**src/rtl/sxcv_pkg.sv**
```systemverilog
// Shared defaults and types for the serial slave transceiver.
// Assumes nothing beyond IEEE 1800-2017 packages.
package sxcv_pkg;
    localparam int unsigned DEF_DATA_W   = 16;
    localparam int unsigned DEF_LEN_W    = 4;
    localparam int unsigned DEF_BASE_LEN = 8;
    localparam int unsigned DEF_SYNC     = 2;

    typedef enum logic {
        ORDER_MSB = 1'b0,
        ORDER_LSB = 1'b1
    } bit_order_e;
endpackage

```
**src/rtl/sxcv_pin_sync.sv**
```systemverilog
// Resynchronises the serial clock and data pins into the system clock
// domain and reports one-cycle rise and fall strobes of the serial clock.
// Assumes STAGES >= 2 and a system clock at least 4x the serial clock.
module sxcv_pin_sync #(
    parameter int unsigned STAGES = 2
) (
    input  logic clk,
    input  logic rst_n,
    input  logic sck_pin,
    input  logic sdi_pin,
    output logic sck_rise,
    output logic sck_fall,
    output logic sdi_bit
);
    logic [STAGES-1:0] sck_q;
    logic [STAGES-1:0] sdi_q;
    logic              sck_last;

    // Shift both pins through the synchroniser chain.
    always_ff @(posedge clk) begin
        if (!rst_n) begin
            sck_q    <= '0;
            sdi_q    <= '0;
            sck_last <= 1'b0;
        end else begin
            sck_q    <= {sck_q[STAGES-2:0], sck_pin};
            sdi_q    <= {sdi_q[STAGES-2:0], sdi_pin};
            sck_last <= sck_q[STAGES-1];
        end
    end

    // Edge strobes; data is aligned with the clock through equal depth.
    always_comb begin
        sck_rise = sck_q[STAGES-1] & ~sck_last;
        sck_fall = ~sck_q[STAGES-1] & sck_last;
        sdi_bit  = sdi_q[STAGES-1];
    end
endmodule

```
**src/rtl/sxcv_frame_ctrl.sv**
```systemverilog
// Frame sequencer: decodes the length code, owns the busy flag and the
// bit counter, latches length and order at the start of each frame and
// issues the load, shift, sample and done strobes plus the pulse.
// Assumes the edge strobes are single-cycle and mutually exclusive.
module sxcv_frame_ctrl #(
    parameter int unsigned DATA_W   = 16,
    parameter int unsigned LEN_W    = 4,
    parameter int unsigned BASE_LEN = 8,
    localparam int unsigned CNT_W   = $clog2(DATA_W + 1)
) (
    input  logic             clk,
    input  logic             rst_n,
    input  logic             power,
    input  logic             tx_wr,
    input  logic [LEN_W-1:0] len_code,
    input  logic             lsb_first,
    input  logic             sck_rise,
    input  logic             sck_fall,
    output logic             busy,
    output logic             load,
    output logic             shift,
    output logic             sample,
    output logic             done,
    output logic [CNT_W-1:0] len_now,
    output logic [CNT_W-1:0] len_run,
    output logic             lsb_run,
    output logic             irq
);
    localparam logic [CNT_W-1:0] W_C = CNT_W'(DATA_W);

    logic             busy_q;
    logic [CNT_W-1:0] cnt_q;
    logic [CNT_W-1:0] nbits_q;
    logic             lsb_q;
    logic             irq_q;
    logic             last;
    int unsigned      sum;

    // Decode the length code, clamping above the shifter width.
    always_comb begin
        sum = BASE_LEN + int'(len_code);
        if (len_code == '0)
            len_now = CNT_W'(BASE_LEN);
        else if (sum >= DATA_W)
            len_now = W_C;
        else
            len_now = CNT_W'(sum);
    end

    // Strobes derived from state and synchronised edges.
    always_comb begin
        last   = (cnt_q == nbits_q - CNT_W'(1));
        load   = power & tx_wr & ~busy_q;
        sample = power & busy_q & sck_rise;
        shift  = power & busy_q & sck_fall & (cnt_q != '0);
        done   = sample & last;
    end

    // Busy flag, bit counter, frame configuration and pulse register.
    always_ff @(posedge clk) begin
        if (!rst_n) begin
            busy_q  <= 1'b0;
            cnt_q   <= '0;
            nbits_q <= CNT_W'(BASE_LEN);
            lsb_q   <= 1'b0;
            irq_q   <= 1'b0;
        end else if (!power) begin
            busy_q <= 1'b0;
            cnt_q  <= '0;
            irq_q  <= 1'b0;
        end else begin
            irq_q <= done;
            if (load) begin
                busy_q  <= 1'b1;
                cnt_q   <= '0;
                nbits_q <= len_now;
                lsb_q   <= lsb_first;
            end else if (sample) begin
                cnt_q <= cnt_q + CNT_W'(1);
                if (last)
                    busy_q <= 1'b0;
            end
        end
    end

    assign busy    = busy_q;
    assign len_run = nbits_q;
    assign lsb_run = lsb_q;
    assign irq     = irq_q;

    assert_start_R2: assert property (@(posedge clk) disable iff (!rst_n)
        (power && tx_wr && !busy_q) |=> busy_q);
    assert_cnt_bound_R3: assert property (@(posedge clk) disable iff (!rst_n)
        busy_q |-> (cnt_q < nbits_q));
    assert_len_range_R3: assert property (@(posedge clk) disable iff (!rst_n)
        busy_q |-> (nbits_q >= CNT_W'(BASE_LEN) && nbits_q <= W_C));
    assert_pulse_width_R6: assert property (@(posedge clk) disable iff (!rst_n)
        irq_q |=> !irq_q);
    assert_pulse_ends_frame_R6: assert property (@(posedge clk) disable iff (!rst_n)
        irq_q |-> (!busy_q && $past(busy_q)));
    assert_wr_ignored_R8: assert property (@(posedge clk) disable iff (!rst_n)
        (busy_q && tx_wr) |=> ($stable(nbits_q) && $stable(lsb_q)));
    assert_power_idle_R9: assert property (@(posedge clk) disable iff (!rst_n)
        !power |=> (!busy_q && !irq_q));
endmodule

```
**src/rtl/sxcv_shifter.sv**
```systemverilog
// Transmit and receive shift registers. Loads the transmit word so that
// the first bit sits at the output tap for either order, shifts it on
// falling strobes, collects input bits on rising strobes and presents the
// received word right-aligned as it will stand after the current sample.
// Assumes load, shift and sample are never high in the same cycle.
module sxcv_shifter #(
    parameter int unsigned DATA_W = 16,
    localparam int unsigned CNT_W = $clog2(DATA_W + 1)
) (
    input  logic              clk,
    input  logic              rst_n,
    input  logic              load,
    input  logic              shift,
    input  logic              sample,
    input  logic [DATA_W-1:0] load_word,
    input  logic [CNT_W-1:0]  load_len,
    input  logic              load_lsb,
    input  logic [CNT_W-1:0]  run_len,
    input  logic              run_lsb,
    input  logic              sdi_bit,
    output logic              sdo_bit,
    output logic [DATA_W-1:0] rx_word
);
    import sxcv_pkg::*;

    localparam logic [CNT_W-1:0] W_C = CNT_W'(DATA_W);

    logic [DATA_W-1:0] tx_sh;
    logic [DATA_W-1:0] rx_sh;
    logic [DATA_W-1:0] rx_next;

    // Next receive contents and the right-aligned word derived from them.
    always_comb begin
        if (bit_order_e'(run_lsb) == ORDER_LSB) begin
            rx_next = {sdi_bit, rx_sh[DATA_W-1:1]};
            rx_word = rx_next >> (W_C - run_len);
        end else begin
            rx_next = {rx_sh[DATA_W-2:0], sdi_bit};
            rx_word = rx_next;
        end
        sdo_bit = (bit_order_e'(run_lsb) == ORDER_LSB) ? tx_sh[0] : tx_sh[DATA_W-1];
    end

    // Load, shift and capture the two registers.
    always_ff @(posedge clk) begin
        if (!rst_n) begin
            tx_sh <= '0;
            rx_sh <= '0;
        end else if (load) begin
            tx_sh <= (bit_order_e'(load_lsb) == ORDER_LSB) ? load_word
                                                            : load_word << (W_C - load_len);
            rx_sh <= '0;
        end else begin
            if (shift)
                tx_sh <= (bit_order_e'(run_lsb) == ORDER_LSB) ? tx_sh >> 1 : tx_sh << 1;
            if (sample)
                rx_sh <= rx_next;
        end
    end

    assert_tx_hold_R8: assert property (@(posedge clk) disable iff (!rst_n)
        (!load && !shift) |=> $stable(tx_sh));
    assert_rx_fresh_R6: assert property (@(posedge clk) disable iff (!rst_n)
        load |=> (rx_sh == '0));
endmodule

```
**src/rtl/serial_slave_xcvr.sv**
```systemverilog
// Top of the variable-length serial slave transceiver. Wires the pin
// synchroniser, the frame sequencer and the shifter, gates the data-out
// pin and holds the receive register between completed frames.
// Assumes the system clock is at least 4x the external serial clock.
module serial_slave_xcvr #(
    parameter int unsigned DATA_W      = sxcv_pkg::DEF_DATA_W,
    parameter int unsigned LEN_W       = sxcv_pkg::DEF_LEN_W,
    parameter int unsigned BASE_LEN    = sxcv_pkg::DEF_BASE_LEN,
    parameter int unsigned SYNC_STAGES = sxcv_pkg::DEF_SYNC
) (
    input  logic              clk,
    input  logic              rst_n,
    input  logic              cfg_power,
    input  logic              cfg_tx_en,
    input  logic              cfg_rx_en,
    input  logic              cfg_lsb_first,
    input  logic [LEN_W-1:0]  cfg_len_code,
    input  logic              txd_wr,
    input  logic [DATA_W-1:0] txd_wdata,
    output logic [DATA_W-1:0] rxd_data,
    output logic              xfer_busy,
    output logic              done_irq,
    input  logic              sck_pin,
    input  logic              sdi_pin,
    output logic              sdo_pin
);
    localparam int unsigned CNT_W = $clog2(DATA_W + 1);

    logic              sck_rise, sck_fall, sdi_bit;
    logic              busy, load, shift, sample, done, lsb_run, irq, sdo_bit;
    logic [CNT_W-1:0]  len_now, len_run;
    logic [DATA_W-1:0] rx_word;
    logic [DATA_W-1:0] rxd_q;

    sxcv_pin_sync #(.STAGES(SYNC_STAGES)) u_sync (
        .clk(clk), .rst_n(rst_n), .sck_pin(sck_pin), .sdi_pin(sdi_pin),
        .sck_rise(sck_rise), .sck_fall(sck_fall), .sdi_bit(sdi_bit)
    );

    sxcv_frame_ctrl #(.DATA_W(DATA_W), .LEN_W(LEN_W), .BASE_LEN(BASE_LEN)) u_ctrl (
        .clk(clk), .rst_n(rst_n), .power(cfg_power), .tx_wr(txd_wr),
        .len_code(cfg_len_code), .lsb_first(cfg_lsb_first),
        .sck_rise(sck_rise), .sck_fall(sck_fall),
        .busy(busy), .load(load), .shift(shift), .sample(sample), .done(done),
        .len_now(len_now), .len_run(len_run), .lsb_run(lsb_run), .irq(irq)
    );

    sxcv_shifter #(.DATA_W(DATA_W)) u_shift (
        .clk(clk), .rst_n(rst_n), .load(load), .shift(shift), .sample(sample),
        .load_word(txd_wdata), .load_len(len_now), .load_lsb(cfg_lsb_first),
        .run_len(len_run), .run_lsb(lsb_run), .sdi_bit(sdi_bit),
        .sdo_bit(sdo_bit), .rx_word(rx_word)
    );

    // Receive register: updated only by a completed frame with reception on.
    always_ff @(posedge clk) begin
        if (!rst_n)
            rxd_q <= '0;
        else if (done && cfg_rx_en)
            rxd_q <= rx_word;
    end

    // Output pin is driven only inside a frame with transmission enabled.
    always_comb begin
        sdo_pin   = busy & cfg_tx_en & sdo_bit;
        xfer_busy = busy;
        done_irq  = irq;
        rxd_data  = rxd_q;
    end

    assert_sdo_quiet_R7: assert property (@(posedge clk) disable iff (!rst_n)
        !xfer_busy |-> !sdo_pin);
    assert_rx_hold_R6: assert property (@(posedge clk) disable iff (!rst_n)
        !done_irq |-> $stable(rxd_q));
    assert_tx_gate_R10: assert property (@(posedge clk) disable iff (!rst_n)
        !cfg_tx_en |-> !sdo_pin);
endmodule

```
**config.mk**
```make
export PLATFORM = sky130hd
export DESIGN_NAME = serial_slave_xcvr
export DESIGN_NICKNAME = d
export VERILOG_FILES = /design/src/rtl/sxcv_pkg.sv /design/src/rtl/sxcv_pin_sync.sv /design/src/rtl/sxcv_frame_ctrl.sv /design/src/rtl/sxcv_shifter.sv /design/src/rtl/serial_slave_xcvr.sv
export SDC_FILE = /design/constraint.sdc
export NUM_CORES = 1
export LEC_CHECK = 0
export ABC_AREA = 1
export CAP_MARGIN = 20
export CORE_MARGIN = 2
export CORE_UTILIZATION = 30
export CTS_CLUSTER_DIAMETER = 40
export DETAILED_ROUTE_END_ITERATION = 8
export DONT_BUFFER_PORTS = 1
export PLACE_DENSITY = 0.52
export SLEW_MARGIN = 20
export SYNTH_ARGS = -nofsm -noshare
export SYNTH_HDL_FRONTEND = slang
export SYNTH_SLANG_ARGS = --single-unit
```
**constraint.sdc**
```tcl
create_clock -name clk -period 2 [get_ports clk]
set_input_delay 0.2 -clock clk [delete_from_list [all_inputs] [get_ports clk]]
set_output_delay 0.2 -clock clk [all_outputs]
set_load 0.05 [all_outputs]
```
==> results.cfg <==
[cts]
clk_pin_slew_ns = 0.06
cts_made_buffers = 9
clockRootBuffer = clkbuf_16
tritoncts = yes
clk_path_buf_depth = 2
clock_latency_ns = 0.34
htreeDepth = 3
cts.sinks = 66

[sta]
period_needed_ns = 1.80
timing.hold.ws_ns = 0.0273
setup-violations-final = 0
clock_skew_ns = 0.00590
rsz0062_at_grt = no
worst_slack_ns = 0.196
hold_viol = 0
worstMarginPinSlew_ns = 0.915
fmax_ghz = 0.554
setup_tns_ns = 0
relSlewSlack_pct = 38.8
drv_slew = 0
fin_crit_sh_pct = 90.2

[min_path]
hold-path-endpoint = u_ctrl.len_run[1]$_SDFFE_PN0P_
whs_path_depth = 2
hp-start = rst_n
hold_class = in -> reg

[logic_synthesis]
syn_nets = 835
syn_avg_cell_area_um2 = 5.73
synth_flop_cell = dfxtp_1
async_flop_share_pct = 0
ys_types = 34
yosys_warnings = 0
synthCells = 802
synth_edf_count = 0
syn_area_um2 = 4600
synth.top_cell.area_share_pct = 28.7
synth_area_leaders = dfxtp_1 29%, nand2_1 25%, nand3_1 14%
synth_top_area_cell = dfxtp_1
ys_seq_elements = 66
yosysSeqAreaShare_pct = 28.7

[floorplanning]
coreArea_um2 = 15100
die_w_um = 128
row_count = 45
die_h_um = 128
ios = 48
dieArea_um2 = 16300
start_util_pct = 30.5

[grt]
gr-usage-all-layers_pct = 17.0
grt_remaining_overflow = 0
grt_pass1_wl_mm = 22.4
grt_max_degree = 38
grt_pass1_vias = 4436
antenna_found_initial = 0

[detailed_routing]
drt_iter0_drc = 382
wire_per_inst_um = 13.7
drtPass1Iterations = 5
ant_nets = 0
viasPerCell = 4.98
totalWireLength_mm = 13.7
vias = 4963
drc = 0

[layout]
finalNetCount = 837
syn_to_final_growth_pct = 13.7
post_route_cells_drive_above_1_share_pct = 7.54
n_fill_cell = 1682
seq_area_um2 = 1320
diodes = 0
multi_input_area_um2 = 2800
final_cell_mix = 302 x nand2_1, 127 x nand3_1, 67 x inv_1, 66 x dfxtp_1, 58 x nor2_1
final_common_cell = nand2_1
postLayoutCoreUtil_pct = 34.6

[flow_run]
cap_violations = 0

[power]
power.total_mw = 3.79
power_leakage_nw = 2.42
p_per_area_nw_per_um2 = 725
vdd_ir_drop_max_uv = 352

[critical_path]
rrSetupSlack_ns = 0.20
cp-end-kind = flop
r2r_cells = 11
r2r-start = u_ctrl.len_run[1]$_SDFFE_PN0P_
criticalPathCategory = reg -> reg
r2r_end = rxd_data[1]$_SDFFE_PN0P_
cp-start-kind = flop
required_ns = 2.27
critPathMaxFanout = 10
arrival_ns = 2.08

[outcome]
run_status = completed

[placed_design]
hpwl_mm = 9.82
place_ws_ns = 0.152
gp_congestion = 0.917
port_buffers = 0
metrics by stage:
stage,cells,instance area (um^2)
floorplan,802,4610
global placement,972,4820
detailed placement,972,4820
CTS,993,5190
global route,997,5230
finish,997,5230
flip-flops by register name, indices dropped and copies added (netlist names), 2 cells and up:
signal,flops
u_ctrl.cnt_q,5
u_shift.rx_sh,16
rxd_data,16
u_shift.tx_sh,16
u_sync.sck_q,2
u_ctrl.len_run,5
u_sync.sdi_q,2
logic make-up (layout without fill, tap and decap cells):
| group | Yosys count | in the layout | share of synthesized area (%) |
|---|---|---|---|
| AOI/OAI and AO/OA | 110 | 110 | 13.0 |
| and+or+nand+nor | 507 | 507 | 46.4 |
| DFF | 66 | 66 | 28.7 |
| buffers and inverters | 113 | 120 | 10.5 |
| xor gates and xnor gates | 2 | 2 | 0.381 |
| adders and majority gates | 4 | 4 | 1.09 |
Yosys cell counts (all sizes together), types with 2 or more instances:
cell type  instances
ha                 4
buf               27
o211ai             6
nor3               3
dfxtp             66
nand2            305
clkinv             2
a21oi             27
o21ai             56
clkbuf            13
a31oi             18
nor2              63
nand4              5
nand3            129
inv               71
metal layers:
layer  share of wire, %  track usage (%)  vias up
met5                  0                0        -
met4                1.3             4.72        0
met3                4.8             3.21       15
met2                 45             26.3      121
met1                 49             24.2     2229
li1                   -                -     2598
how the worst max path moves through the flow:
stage / depth (start not counted) / slack [ns] / from / to
2_1_floorplan: 13 / 0.002 / u_ctrl.len_run[0]$_SDFFE_PN0P_ / rxd_data[0]$_SDFFE_PN0P_
3_3_place_gp: 11 / 0.15 / u_ctrl.len_run[0]$_SDFFE_PN0P_ / rxd_data[1]$_SDFFE_PN0P_
3_5_place_dp: 13 / 0.15 / u_ctrl.len_run[0]$_SDFFE_PN0P_ / rxd_data[11]$_SDFFE_PN0P_
4_1_cts: 14 / 0.12 / u_ctrl.len_run[0]$_SDFFE_PN0P_ / rxd_data[1]$_SDFFE_PN0P_
5_1_grt: 12 / 0.001 / u_ctrl.cnt_q[0]$_SDFFE_PP0P_ / u_shift.tx_sh[15]$_SDFFE_PN0P_
6_report: 11 / 0.20 / u_ctrl.len_run[1]$_SDFFE_PN0P_ / rxd_data[1]$_SDFFE_PN0P_
where the power goes:
group          internal, mW  switching, mW  total (mW)
logic                 0.246          0.464       0.710
clock network          1.09          0.612        1.70
registers              1.35         0.0271        1.38
total                  2.69           1.10        3.79
cell type report:
type | instances | share of cell area [%]
multi-input cells | 623 | 53.6
flip-flops and latches | 66 | 25.3
inverters | 73 | 5.31
repair buffers | 31 | 5.17
well taps | 188 | 4.50
clock buffers | 9 | 4.31
clock inverters | 7 | 1.80
critical path: stages, from the launching register on:
cell and delay [ns]:
dfxtp_1 0.32, inv_1 0.05, ha_2 0.38, clkinvlp_4 0.17, buf_4 0.21, nand3_1 0.11
nand3_1 0.08, nand2_1 0.10, nand2_1 0.06, nand3_1 0.11, nor2_1 0.04, nor2_1 0.10
what timing repair did:
action                                  CTS  global route
gates resized for setup                   0             4
buffers inserted                          0             4
endpoints found under the hold margin    23             0
hold buffers                              5             0
endpoints found under the setup margin    0            16
No activity file was read; power rests on OpenSTA's default activity.
